### src/rtl/swc_pkg.sv
package swc_pkg;
  typedef enum logic [1:0] {
    MSG_NONE = 2'd0,
    MSG_INV  = 2'd1,
    MSG_UPD  = 2'd2,
    MSG_FILL = 2'd3
  } msg_kind_e;

  typedef enum logic [1:0] {
    ST_IDLE = 2'd0,
    ST_FILL = 2'd1,
    ST_WRT  = 2'd2
  } ctl_state_e;
endpackage

### src/rtl/swc_line_store.sv
module swc_line_store #(
  parameter int IDX_W  = 3,
  parameter int TAG_W  = 5,
  parameter int DATA_W = 16,
  localparam int LINES = 1 << IDX_W
) (
  input  logic              clk,
  input  logic              rst_n,
  // lookup for the core request
  input  logic [IDX_W-1:0]  lk_idx,
  output logic [TAG_W-1:0]  lk_tag,
  output logic [DATA_W-1:0] lk_data,
  output logic              lk_valid,
  output logic              lk_sole,
  // lookup for the snooped message
  input  logic [IDX_W-1:0]  sn_idx,
  output logic [TAG_W-1:0]  sn_tag,
  output logic              sn_valid,
  // snoop actions
  input  logic              sn_kill,
  input  logic              sn_upd,
  input  logic              sn_clr,
  input  logic [DATA_W-1:0] sn_data,
  // local actions (index equals lk_idx)
  input  logic              lc_fill,
  input  logic              lc_wr,
  input  logic              lc_set_sole,
  input  logic [TAG_W-1:0]  lc_tag,
  input  logic [DATA_W-1:0] lc_data,
  output logic [LINES-1:0]  valid_o
);
  logic [LINES-1:0]  valid_q, valid_d;
  logic [LINES-1:0]  sole_q, sole_d;
  logic [DATA_W-1:0] data_q [LINES];
  logic [TAG_W-1:0]  tag_q  [LINES];
  logic [LINES-1:0]  data_en, data_from_sn, tag_en;
  logic              sn_any;

  assign sn_any = sn_kill | sn_upd | sn_clr;

  assign lk_tag   = tag_q[lk_idx];
  assign lk_data  = data_q[lk_idx];
  assign lk_valid = valid_q[lk_idx];
  assign lk_sole  = sole_q[lk_idx];
  assign sn_tag   = tag_q[sn_idx];
  assign sn_valid = valid_q[sn_idx];
  assign valid_o  = valid_q;

  // next state per line; a snoop action on a line blocks any local action on it
  always_comb begin
    valid_d      = valid_q;
    sole_d       = sole_q;
    data_en      = '0;
    data_from_sn = '0;
    tag_en       = '0;
    for (int l = 0; l < LINES; l++) begin
      if (sn_any && (sn_idx == IDX_W'(l))) begin
        sole_d[l] = 1'b0;
        if (sn_kill) valid_d[l] = 1'b0;
        if (sn_upd) begin
          data_en[l]      = 1'b1;
          data_from_sn[l] = 1'b1;
        end
      end else if (lk_idx == IDX_W'(l)) begin
        if (lc_fill) begin
          valid_d[l] = 1'b1;
          sole_d[l]  = 1'b0;
          tag_en[l]  = 1'b1;
          data_en[l] = 1'b1;
        end else begin
          if (lc_wr) data_en[l] = 1'b1;
          if (lc_set_sole) sole_d[l] = 1'b1;
        end
      end
    end
  end

  always_ff @(posedge clk or negedge rst_n) begin
    if (!rst_n) begin
      valid_q <= '0;
      sole_q  <= '0;
    end else begin
      valid_q <= valid_d;
      sole_q  <= sole_d;
    end
  end

  generate
    for (genvar g = 0; g < LINES; g++) begin : g_line
      always_ff @(posedge clk) begin
        if (data_en[g]) data_q[g] <= data_from_sn[g] ? sn_data : lc_data;
        if (tag_en[g])  tag_q[g]  <= lc_tag;
      end
    end
  endgenerate
endmodule

### src/rtl/swc_snoop.sv
module swc_snoop #(
  parameter int ADDR_W  = 8,
  parameter int IDX_W   = 3,
  parameter int ID_W    = 2,
  parameter int CORE_ID = 0,
  localparam int TAG_W  = ADDR_W - IDX_W
) (
  input  logic              bus_valid_i,
  input  logic [1:0]        bus_kind_i,
  input  logic [ADDR_W-1:0] bus_addr_i,
  input  logic [ID_W-1:0]   bus_src_i,
  input  logic [TAG_W-1:0]  line_tag,
  input  logic              line_valid,
  output logic [IDX_W-1:0]  sn_idx,
  output logic              sn_peer,
  output logic              sn_kill,
  output logic              sn_upd,
  output logic              sn_clr
);
  import swc_pkg::*;
  logic match;

  assign sn_idx  = bus_addr_i[IDX_W-1:0];
  assign sn_peer = bus_valid_i && (bus_src_i != ID_W'(CORE_ID));
  assign match   = sn_peer && line_valid && (line_tag == bus_addr_i[ADDR_W-1:IDX_W]);
  assign sn_kill = match && (bus_kind_i == MSG_INV);
  assign sn_upd  = match && (bus_kind_i == MSG_UPD);
  assign sn_clr  = match && (bus_kind_i == MSG_FILL);
endmodule

### src/rtl/swc_ctrl.sv
module swc_ctrl #(
  parameter int UPDATE = 0
) (
  input  logic                clk,
  input  logic                rst_n,
  input  logic                req_valid,
  input  logic                req_write,
  input  logic                hit,
  input  logic                sole,
  input  logic                stall,
  input  logic                mem_ack,
  output logic                req_ready,
  output logic                mem_req,
  output logic                mem_we,
  output logic                lc_fill,
  output logic                lc_wr,
  output logic                lc_set_sole,
  output logic                send,
  output swc_pkg::msg_kind_e  kind,
  output logic                from_mem
);
  import swc_pkg::*;
  ctl_state_e st_q, st_d;

  always_comb begin
    st_d        = st_q;
    req_ready   = 1'b0;
    mem_req     = 1'b0;
    mem_we      = 1'b0;
    lc_fill     = 1'b0;
    lc_wr       = 1'b0;
    lc_set_sole = 1'b0;
    send        = 1'b0;
    kind        = MSG_NONE;
    from_mem    = 1'b0;
    case (st_q)
      ST_IDLE: begin
        if (req_valid && !stall) begin
          if (req_write)  st_d = ST_WRT;
          else if (hit)   req_ready = 1'b1;
          else            st_d = ST_FILL;
        end
      end
      ST_FILL: begin
        mem_req  = 1'b1;
        from_mem = 1'b1;
        if (mem_ack) begin
          req_ready = 1'b1;
          lc_fill   = 1'b1;
          send      = 1'b1;
          kind      = MSG_FILL;
          st_d      = ST_IDLE;
        end
      end
      ST_WRT: begin
        mem_req = 1'b1;
        mem_we  = 1'b1;
        if (mem_ack) begin
          req_ready = 1'b1;
          lc_wr     = hit;
          st_d      = ST_IDLE;
          if (UPDATE != 0) begin
            send = 1'b1;
            kind = MSG_UPD;
          end else begin
            send        = !(hit && sole);
            kind        = MSG_INV;
            lc_set_sole = hit;
          end
        end
      end
      default: st_d = ST_IDLE;
    endcase
  end

  always_ff @(posedge clk or negedge rst_n) begin
    if (!rst_n) st_q <= ST_IDLE;
    else        st_q <= st_d;
  end
endmodule

### src/rtl/snoop_wt_cache.sv
module snoop_wt_cache #(
  parameter int ADDR_W  = 8,
  parameter int DATA_W  = 16,
  parameter int IDX_W   = 3,
  parameter int ID_W    = 2,
  parameter int CORE_ID = 0,
  parameter int UPDATE  = 0
) (
  input  logic              clk,
  input  logic              rst_n,
  input  logic              req_valid,
  input  logic              req_write,
  input  logic [ADDR_W-1:0] req_addr,
  input  logic [DATA_W-1:0] req_wdata,
  output logic              req_ready,
  output logic [DATA_W-1:0] req_rdata,
  output logic              mem_req,
  output logic              mem_we,
  output logic [ADDR_W-1:0] mem_addr,
  output logic [DATA_W-1:0] mem_wdata,
  input  logic              mem_ack,
  input  logic [DATA_W-1:0] mem_rdata,
  output logic              bus_valid_o,
  output logic [1:0]        bus_kind_o,
  output logic [ADDR_W-1:0] bus_addr_o,
  output logic [DATA_W-1:0] bus_data_o,
  output logic [ID_W-1:0]   bus_src_o,
  input  logic              bus_valid_i,
  input  logic [1:0]        bus_kind_i,
  input  logic [ADDR_W-1:0] bus_addr_i,
  input  logic [DATA_W-1:0] bus_data_i,
  input  logic [ID_W-1:0]   bus_src_i
);
  import swc_pkg::*;
  localparam int TAG_W = ADDR_W - IDX_W;
  localparam int LINES = 1 << IDX_W;

  logic [IDX_W-1:0]  req_idx, sn_idx;
  logic [TAG_W-1:0]  req_tag, lk_tag, sn_tag;
  logic [DATA_W-1:0] lk_data, fill_data;
  logic              lk_valid, lk_sole, sn_valid, hit, stall;
  logic              sn_peer, sn_kill, sn_upd, sn_clr;
  logic              lc_fill, lc_wr, lc_set_sole, send, from_mem;
  msg_kind_e         kind;
  logic [LINES-1:0]  valid_vec;

  assign req_idx   = req_addr[IDX_W-1:0];
  assign req_tag   = req_addr[ADDR_W-1:IDX_W];
  assign hit       = lk_valid && (lk_tag == req_tag);
  assign stall     = sn_peer && (sn_idx == req_idx);
  assign fill_data = lc_fill ? mem_rdata : req_wdata;

  swc_line_store #(.IDX_W(IDX_W), .TAG_W(TAG_W), .DATA_W(DATA_W)) u_store (
    .clk(clk), .rst_n(rst_n),
    .lk_idx(req_idx), .lk_tag(lk_tag), .lk_data(lk_data),
    .lk_valid(lk_valid), .lk_sole(lk_sole),
    .sn_idx(sn_idx), .sn_tag(sn_tag), .sn_valid(sn_valid),
    .sn_kill(sn_kill), .sn_upd(sn_upd), .sn_clr(sn_clr), .sn_data(bus_data_i),
    .lc_fill(lc_fill), .lc_wr(lc_wr), .lc_set_sole(lc_set_sole),
    .lc_tag(req_tag), .lc_data(fill_data), .valid_o(valid_vec)
  );

  swc_snoop #(.ADDR_W(ADDR_W), .IDX_W(IDX_W), .ID_W(ID_W), .CORE_ID(CORE_ID)) u_snoop (
    .bus_valid_i(bus_valid_i), .bus_kind_i(bus_kind_i), .bus_addr_i(bus_addr_i),
    .bus_src_i(bus_src_i), .line_tag(sn_tag), .line_valid(sn_valid),
    .sn_idx(sn_idx), .sn_peer(sn_peer), .sn_kill(sn_kill), .sn_upd(sn_upd), .sn_clr(sn_clr)
  );

  swc_ctrl #(.UPDATE(UPDATE)) u_ctrl (
    .clk(clk), .rst_n(rst_n),
    .req_valid(req_valid), .req_write(req_write), .hit(hit), .sole(lk_sole),
    .stall(stall), .mem_ack(mem_ack),
    .req_ready(req_ready), .mem_req(mem_req), .mem_we(mem_we),
    .lc_fill(lc_fill), .lc_wr(lc_wr), .lc_set_sole(lc_set_sole),
    .send(send), .kind(kind), .from_mem(from_mem)
  );

  assign req_rdata   = from_mem ? mem_rdata : lk_data;
  assign mem_addr    = req_addr;
  assign mem_wdata   = req_wdata;
  assign bus_valid_o = send;
  assign bus_kind_o  = kind;
  assign bus_addr_o  = req_addr;
  assign bus_data_o  = fill_data;
  assign bus_src_o   = ID_W'(CORE_ID);
endmodule

### config.mk
export PLATFORM = sky130hd
export DESIGN_NAME = snoop_wt_cache
export DESIGN_NICKNAME = d
export VERILOG_FILES = /design/src/rtl/swc_pkg.sv /design/src/rtl/swc_line_store.sv /design/src/rtl/swc_snoop.sv /design/src/rtl/swc_ctrl.sv /design/src/rtl/snoop_wt_cache.sv
export SDC_FILE = /design/constraint.sdc
export NUM_CORES = 1
export LEC_CHECK = 0
export ABC_AREA = 1
export BUFFER_PORTS_ARGS = -buffer_cell sky130_fd_sc_hd__buf_2
export CAP_MARGIN = 20
export CORE_MARGIN = 10
export CORE_UTILIZATION = 39
export CTS_CLUSTER_DIAMETER = 30
export CTS_CLUSTER_SIZE = 12
export DETAILED_ROUTE_END_ITERATION = 16
export PLACE_DENSITY_LB_ADDON = 0.2
export SYNTH_ARGS = -nofsm -noshare
export SYNTH_HDL_FRONTEND = slang
export SYNTH_SLANG_ARGS = --single-unit
export TNS_END_PERCENT = 50
### constraint.sdc
create_clock -name clk -period 3 [get_ports clk]
set_input_delay 0.45 -clock clk [delete_from_list [all_inputs] [get_ports clk]]
set_output_delay 0.45 -clock clk [all_outputs]
set_load 0.02 [all_outputs]
==> results of run 1 <==
-- cell usage after synthesis --
master | instances | area, um^2
edfxtp_1 | 168 | 5045
nor2_2 | 2 | 12.51
buf_2 | 9 | 45.04
a31oi_1 | 7 | 43.79
nand4_4 | 1 | 21.27
buf_4 | 35 | 262.8
o211ai_1 | 1 | 7.510
conb_1 | 1 | 3.750
nand4_1 | 11 | 68.82
nor3_1 | 1 | 5.000
a22oi_1 | 48 | 360.4
nor2_4 | 2 | 22.52
nand2_2 | 4 | 25.02
nor2_1 | 68 | 255.2
inv_2 | 2 | 7.510
nand2_1 | 385 | 1445
o21ai_1 | 150 | 750.7
xnor2_1 | 2 | 17.52
dfrtp_1 | 18 | 450.4
o22ai_1 | 4 | 25.02
nand2_4 | 8 | 90.09
nand3b_1 | 4 | 30.03
ha_1 | 4 | 50.05
inv_1 | 95 | 356.6
o21a_1 | 2 | 15.01
nor2_8 | 6 | 120.1
a21oi_1 | 18 | 90.09
buf_6 | 25 | 281.5
clkinv_1 | 3 | 11.26
xor2_1 | 1 | 8.760
o21ai_0 | 47 | 235.2
clkbuf_1 | 25 | 93.84
buf_1 | 2 | 7.510
nand3_1 | 71 | 355.3
-- flip-flops by register name, summed over array words and instances (netlist names) --
name             count
u_store.data_q     128
u_store.tag_q       40
u_store.sole_q       8
u_store.valid_o      8
u_ctrl.st_q          2
-- worst paths after layout --
| check | from | end | cells after the start |
|---|---|---|---|
| setup / recovery | req_addr[1] | req_ready | 15 |
| hold / removal | req_write | u_ctrl.st_q[0] | 4 |
| setup reg to reg | u_store.tag_q[3][2] | u_store.tag_q[7][2] | 12 |
| hold reg to reg | u_store.valid_o[3] | u_store.valid_o[3] | 2 |
| max in group asynchronous | rst_n | u_store.valid_o[2] | 2 |
| min in group asynchronous | rst_n | u_store.valid_o[4] | 2 |
-- kinds of logic after synthesis --
kind of cell | after synthesis | share of synthesized area [%]
AO/OA/AOI/OAI | 277 | 14.39
XOR/XNOR | 3 | 0.2475
adder cells (fa/ha/maj) | 4 | 0.4713
buffers and inverters | 196 | 10.04
flip-flops | 186 | 51.74
other | 1 | 0.03531
AND/OR/NAND/NOR | 563 | 23.08
-- placed cells by master, fill, tap and decap left out, types with 2 or more instances in the layout --
cell type / count
buf_2: 141
nand4_1: 11
o22ai_1: 4
dfrtp_1: 18
a22oi_1: 48
o21a_1: 2
inv_1: 94
buf_6: 2
o21ai_1: 150
inv_2: 2
nand2_2: 6
nor2_1: 66
ha_1: 4
nand3b_1: 4
nand2_4: 9
clkinv_8: 7
buf_12: 19
o21ai_0: 41
a31oi_1: 7
nor2_2: 4
inv_8: 4
nand3_1: 70
clkinv_1: 2
conb_1: 2
nand2_1: 382
xnor2_1: 2
o21ai_2: 6
clkinvlp_4: 3
nor2_4: 2
nor2_8: 6
buf_4: 42
inv_12: 2
clkbuf_16: 17
a21oi_1: 17
edfxtp_1: 168
-- final cells by class --
type / count / area [um^2]
Multi-Input combinational cell: 849 / 4111
Clock buffer: 17 / 425.4
Tap cell: 341 / 426.7
Fill cell: 2633 / 14390
Inverter: 100 / 382.9
Timing Repair Buffer: 206 / 1441
Clock inverter: 15 / 207.7
Sequential cell: 186 / 5495
-- repair_timing --
item,CTS,global route
gates cloned,0,0
hold buffers,1,0
gates resized for setup,2,11
setup buffers,1,0
endpoints found under the hold margin,18,0
endpoints found under the setup margin,1,3
-- worst max-delay path, stage by stage --
cell and delay, ps:
buf_2 180, inv_1 100, buf_4 170, nand2_2 120
nor2_1 50, nor2_1 120, nand3_1 110, nand3_1 100
nand2_1 100, nor2_1 160, nand3_2 140, nor2_1 150
nand3_1 100, a21oi_2 150, buf_4 160
-- where the power goes --
part	total (uW)	switching, uW	internal [uW]
sequential	3160	102	3060
combinational	1930	1260	671
clock	2370	1210	1160
total	7470	2580	4890
-- routing by layer --
layer	global-route usage [%]	vias up	wire length, um
met5	0	-	0
met4	5.007	0	502
met3	3.605	41	2301
met2	31.67	395	15600
met1	26.25	4302	15000
li1	-	4411	-
-- stage by stage --
| stage | setup WS (ps) | total power [uW] | hold slack, ps | instances | setup TNS (ps) |
|---|---|---|---|---|---|
| final | 191.3 | 7467 | 324.1 | 1714 | 0 |
| after global routing | 12.14 | 7834 | 333.6 | 1714 | 0 |
| after CTS | 14.40 | 7492 | 304.4 | 1714 | 0 |
| after detailed placement | -25.11 | 5145 | 418.0 | 1680 | -25.11 |
| after global placement | 29.08 | 5116 | 417.7 | 1680 | 0 |
| after floorplan | -291.0 | 4437 | 154.4 | 1231 | -13970 |
==> results.ini, run 1 <==
[clock_network]
cts_buffers=17
cts.sinks=186
worstSkewPairLatency_ps=450
cts-root-buf=clkbuf_16
cts_max_path_buffers=2
cts_tree=yes
cts.clk_slew.worst_paths_ps=80
cts.htree.levels=4

[timing]
setup_violations=0
fmax_mhz=356.0
slew_headroom_pct=41.77
finalHoldViolCount=0
fin_crit_ps=2809
skew_ps=19.92
drv_slew=0
fin_crit_sh_pct=93.62
worst_slew_pin_slew_ps=870.2
rsz0062_at_grt=false

[drt]
drt_iter0_drc=866
vias=9149
drt-pass1-iter-count=7
vias_per_cell=5.338
antenna_left=0
wirelength_mm=33.40
drc_errors=0
wl_per_cell_um=19.49

[cells_and_area]
area_growth_pct=17.61
num_antenna_cells=0
nNetsFinal=1438
final_util_pct=46.48
drive_above_1_share_pct=20.17
fin_area_um2=12490

[critical_path]
criticalPathCategory=in -> out
required_ps=2550
r2r_slack_ps=540
cp.arrival_ps=2360
crit_fanout=7
crit_path_start_kind=input port
critPathCaptureType=output pin

[run]
max_cap_violations=0

[floorplan]
core_um2=26880
dieWidth_um=185.0
fp.dieH_um=185.0
io_pins=146
start_util_pct=39.52
dieArea_um2=34230
rows=60

[placement]
hpwl_mm=22.32
place.gp.congestion=0.8934
postPlaceCellArea_um2=11800
io_buffers=143

[grt]
track_usage_pct=19.53
grt_pass1_vias=8900
antenna_found_initial=0
grt_pass1_wl_mm=51.33
grt_max_degree=34
grt_overflow=0

[yosys]
synth_area_um2=10620
yosys_warnings=0
synth.ff_latch_count=186
ys_seq_area_share_pct=51.74
netlist_instances=1230
synth_cell_types=34
avgSynthCellArea_um2=8.634

[pwr]
power_density_nw_per_um2=597.8
leakage_uw=0.005714
ir_drop_uv=355.4

[hold_path]
min_path_type=in -> reg

[run_status]
status=finished clean

No activity file was read; power rests on OpenSTA's default activity.
==> inputs of run 2 (changes only) <==
CORE_UTILIZATION = 53   (was 39)
==> run 2 against run 1 <==
  * Critical path depth is the same
  * Sequential power is essentially flat
  * Clock skew increased by 0.89 ps
  * Combinational power hardly changed
  * Total power down 0.65%
  * Sequential cell count stayed put
  * Fmax fell by 6.0%
  * Critical path type unchanged
  * Largest cell class unchanged
  * Largest power group unchanged
==> results.ini, run 2 (synthesis gave the netlist of run 1 again) <==
[critical_path]
endpoint=req_ready  ; unchanged
crit_path_start_kind=input port  ; unchanged
timing.rr.end=u_store.data_q[1][15]  ; was u_store.tag_q[7][2]
required_ps=2550  ; about the same
rr_worst_depth=12  ; unchanged
critPathCaptureType=output pin  ; unchanged
r2r_slack_ps=340  ; was 540 ps
r2r-start=u_store.tag_q[2][2]  ; was u_store.tag_q[3][2]
crit_fanout=9  ; was 7
criticalPathCategory=in -> out  ; unchanged
cp-startpoint=req_addr[1]  ; unchanged
cp.arrival_ps=2540  ; was 2360 ps

[timing]
finalHoldViolCount=0  ; unchanged
setup_violations=0  ; unchanged
skew_ps=20.81  ; was 19.92 ps
fmax_mhz=334.8  ; was 356.0 MHz
rsz0062_at_grt=true  ; was false
slew_headroom_pct=53.79  ; was 41.77%
final.setup.tns_ps=0  ; unchanged
worst_slew_pin_slew_ps=688.5  ; was 870.2 ps
drv_slew=0  ; unchanged
fin_crit_ps=2986  ; was 2809 ps
fin_crit_sh_pct=99.55  ; was 93.62%

[pwr]
sw_frac_of_total_pct=33.73  ; was 34.52%
ir_drop_uv=466.6  ; was 355.4 uV
leakage_uw=0.005697  ; was 0.005714 uW
seq_power_share_pct=42.6  ; was 42.4%
switchingPower_uw=2503  ; was 2577 uW
power_frac_comb_pct=25.9  ; about the same
power_density_nw_per_um2=601.2  ; was 597.8 nW/um^2
p_int_uw=4916  ; was 4890 uW
power_frac_clock_pct=31.5  ; was 31.7%

[drt]
drc_errors=0  ; unchanged
wl_met1_mm=13.51  ; was 15.00 mm
vias=9347  ; was 9149
antenna_left=0  ; unchanged
wl_met3_mm=4.356  ; was 2.301 mm
vias_per_cell=5.731  ; was 5.338
drt-pass1-iter-count=7  ; unchanged
top_layer=met4  ; unchanged
dr_wl_met2_mm=15.17  ; was 15.60 mm
wl_per_cell_um=20.59  ; was 19.49 um
drt_iter0_drc=1158  ; was 866
wirelength_mm=33.59  ; was 33.40 mm

[run_status]
status=finished clean  ; unchanged

[placement]
hpwl_mm=23.46  ; was 22.32 mm
place.gp.congestion=0.9906  ; was 0.8934
postPlaceCellArea_um2=11650  ; was 11800 um^2
io_buffers=143  ; unchanged

[clock_network]
cts_max_path_buffers=2  ; unchanged
cts_buffers=17  ; unchanged
cts.clk_slew.worst_paths_ps=80  ; about the same
cts.sinks=186  ; unchanged
worstSkewPairLatency_ps=450  ; about the same
cts-root-buf=clkbuf_16  ; unchanged
cts.htree.levels=4  ; unchanged
cts_tree=yes  ; unchanged

[floorplan]
start_util_pct=54.21  ; was 39.52%
dieWidth_um=161.6  ; was 185.0 um
dieArea_um2=26100  ; was 34230 um^2
fp.dieH_um=161.6  ; was 185.0 um
io_pins=146  ; unchanged
rows=51  ; was 60
core_um2=19590  ; was 26880 um^2

[grt]
track_usage_pct=25.30  ; was 19.53%
grt_pass1_vias=8916  ; was 8900
antenna_found_initial=0  ; unchanged
grt_max_degree=34  ; unchanged
grt_overflow=0  ; unchanged
grt_pass1_wl_mm=51.53  ; was 51.33 mm

[cells_and_area]
drive_above_1_share_pct=19.91  ; was 20.17%
reg.largest.list=u_store.data_q (128), u_store.tag_q (40)  ; unchanged
top_register=u_store.data_q  ; unchanged
area_growth_pct=16.20  ; was 17.61%
num_antenna_cells=0  ; unchanged
nNetsFinal=1431  ; was 1438
nFillCells=1681  ; was 2633
final_cell_mix=384 x nand2_1, 168 x edfxtp_1, 144 x o21ai_1, 141 x buf_2, 94 x inv_1  ; was 382 x nand2_1, 168 x edfxtp_1, 150 x o21ai_1, 141 x buf_2, 94 x inv_1
largest_reg_flops=128  ; unchanged
final_common_cell=nand2_1  ; unchanged
fin_area_um2=12340  ; was 12490 um^2
final_util_pct=62.99  ; was 46.48%

[hold_path]
min_path_type=in -> reg  ; unchanged

[run]
max_cap_violations=0  ; unchanged

## run 2: cell type report
class	instances	area, um^2	area share (%)
Sequential cell	186	5495	44.53
Clock buffer	17	425.4	3.447
Clock inverter	15	190.2	1.541
Inverter	100	379.1	3.072
Tap cell	265	331.6	2.687
Multi-Input combinational cell	849	4121	33.40
Timing Repair Buffer	199	1398	11.33
## run 2: worst max-delay path, cell delays in order
cell and delay, ps:
clkbuf_4 220, clkinvlp_4 170, nand2_2 90, buf_4 180, o21ai_0 90, nor2_1 90
nand2_1 60, nand2_1 120, nand2_1 70, nor2_1 220, nand3_2 210, nor2_1 180
nand3_1 80, a21oi_1 120, buf_2 180
## run 2: worst min-delay path by stage
stage	startpoint	end	slack, ps	depth (start not counted)
2_1_floorplan	rst_n	u_ctrl.st_q[0]	150	0
3_3_place_gp	rst_n	u_store.valid_o[1]	410	1
3_5_place_dp	rst_n	u_store.valid_o[1]	420	1
4_1_cts	req_write	u_ctrl.st_q[0]	310	4
5_1_grt	req_addr[7]	u_store.tag_q[3][4]	320	1
6_report	req_write	u_ctrl.st_q[0]	300	4
## run 2: metal layers
metal	vias to the layer above	track usage, %
met1	4349	34.55
met4	0	7.444
met5	-	0
li1	4416	-
met3	45	8.566
met2	537	37.31
## run 2: metrics by stage
stage                     power [uW]  hold slack [ps]  setup WS [ps]  std cells
after floorplan                 4437            154.4         -291.0       1231
after global placement          5055            410.3         -137.5       1595
after detailed placement        5100            415.4         -117.7       1595
after CTS                       7394            305.9          2.193       1628
after global routing            7782            322.0         -140.0       1631
final                           7419            304.4          13.56       1631
## run 2: power groups by stage
stage          clock network [uW]  registers (uW)  logic (uW)
2_1_floorplan                   0            3180        1260
3_3_place_gp                    0            3220        1840
3_5_place_dp                    0            3210        1890
4_1_cts                      2340            3160        1890
5_1_grt                      2470            3180        2130
6_report                     2340            3160        1920
## run 2: repair_timing
action	in CTS	in global routing
gates resized for setup	0	14
setup endpoints to repair	0	13
hold endpoints to repair	18	0
hold buffers	1	0
buffers inserted	0	3
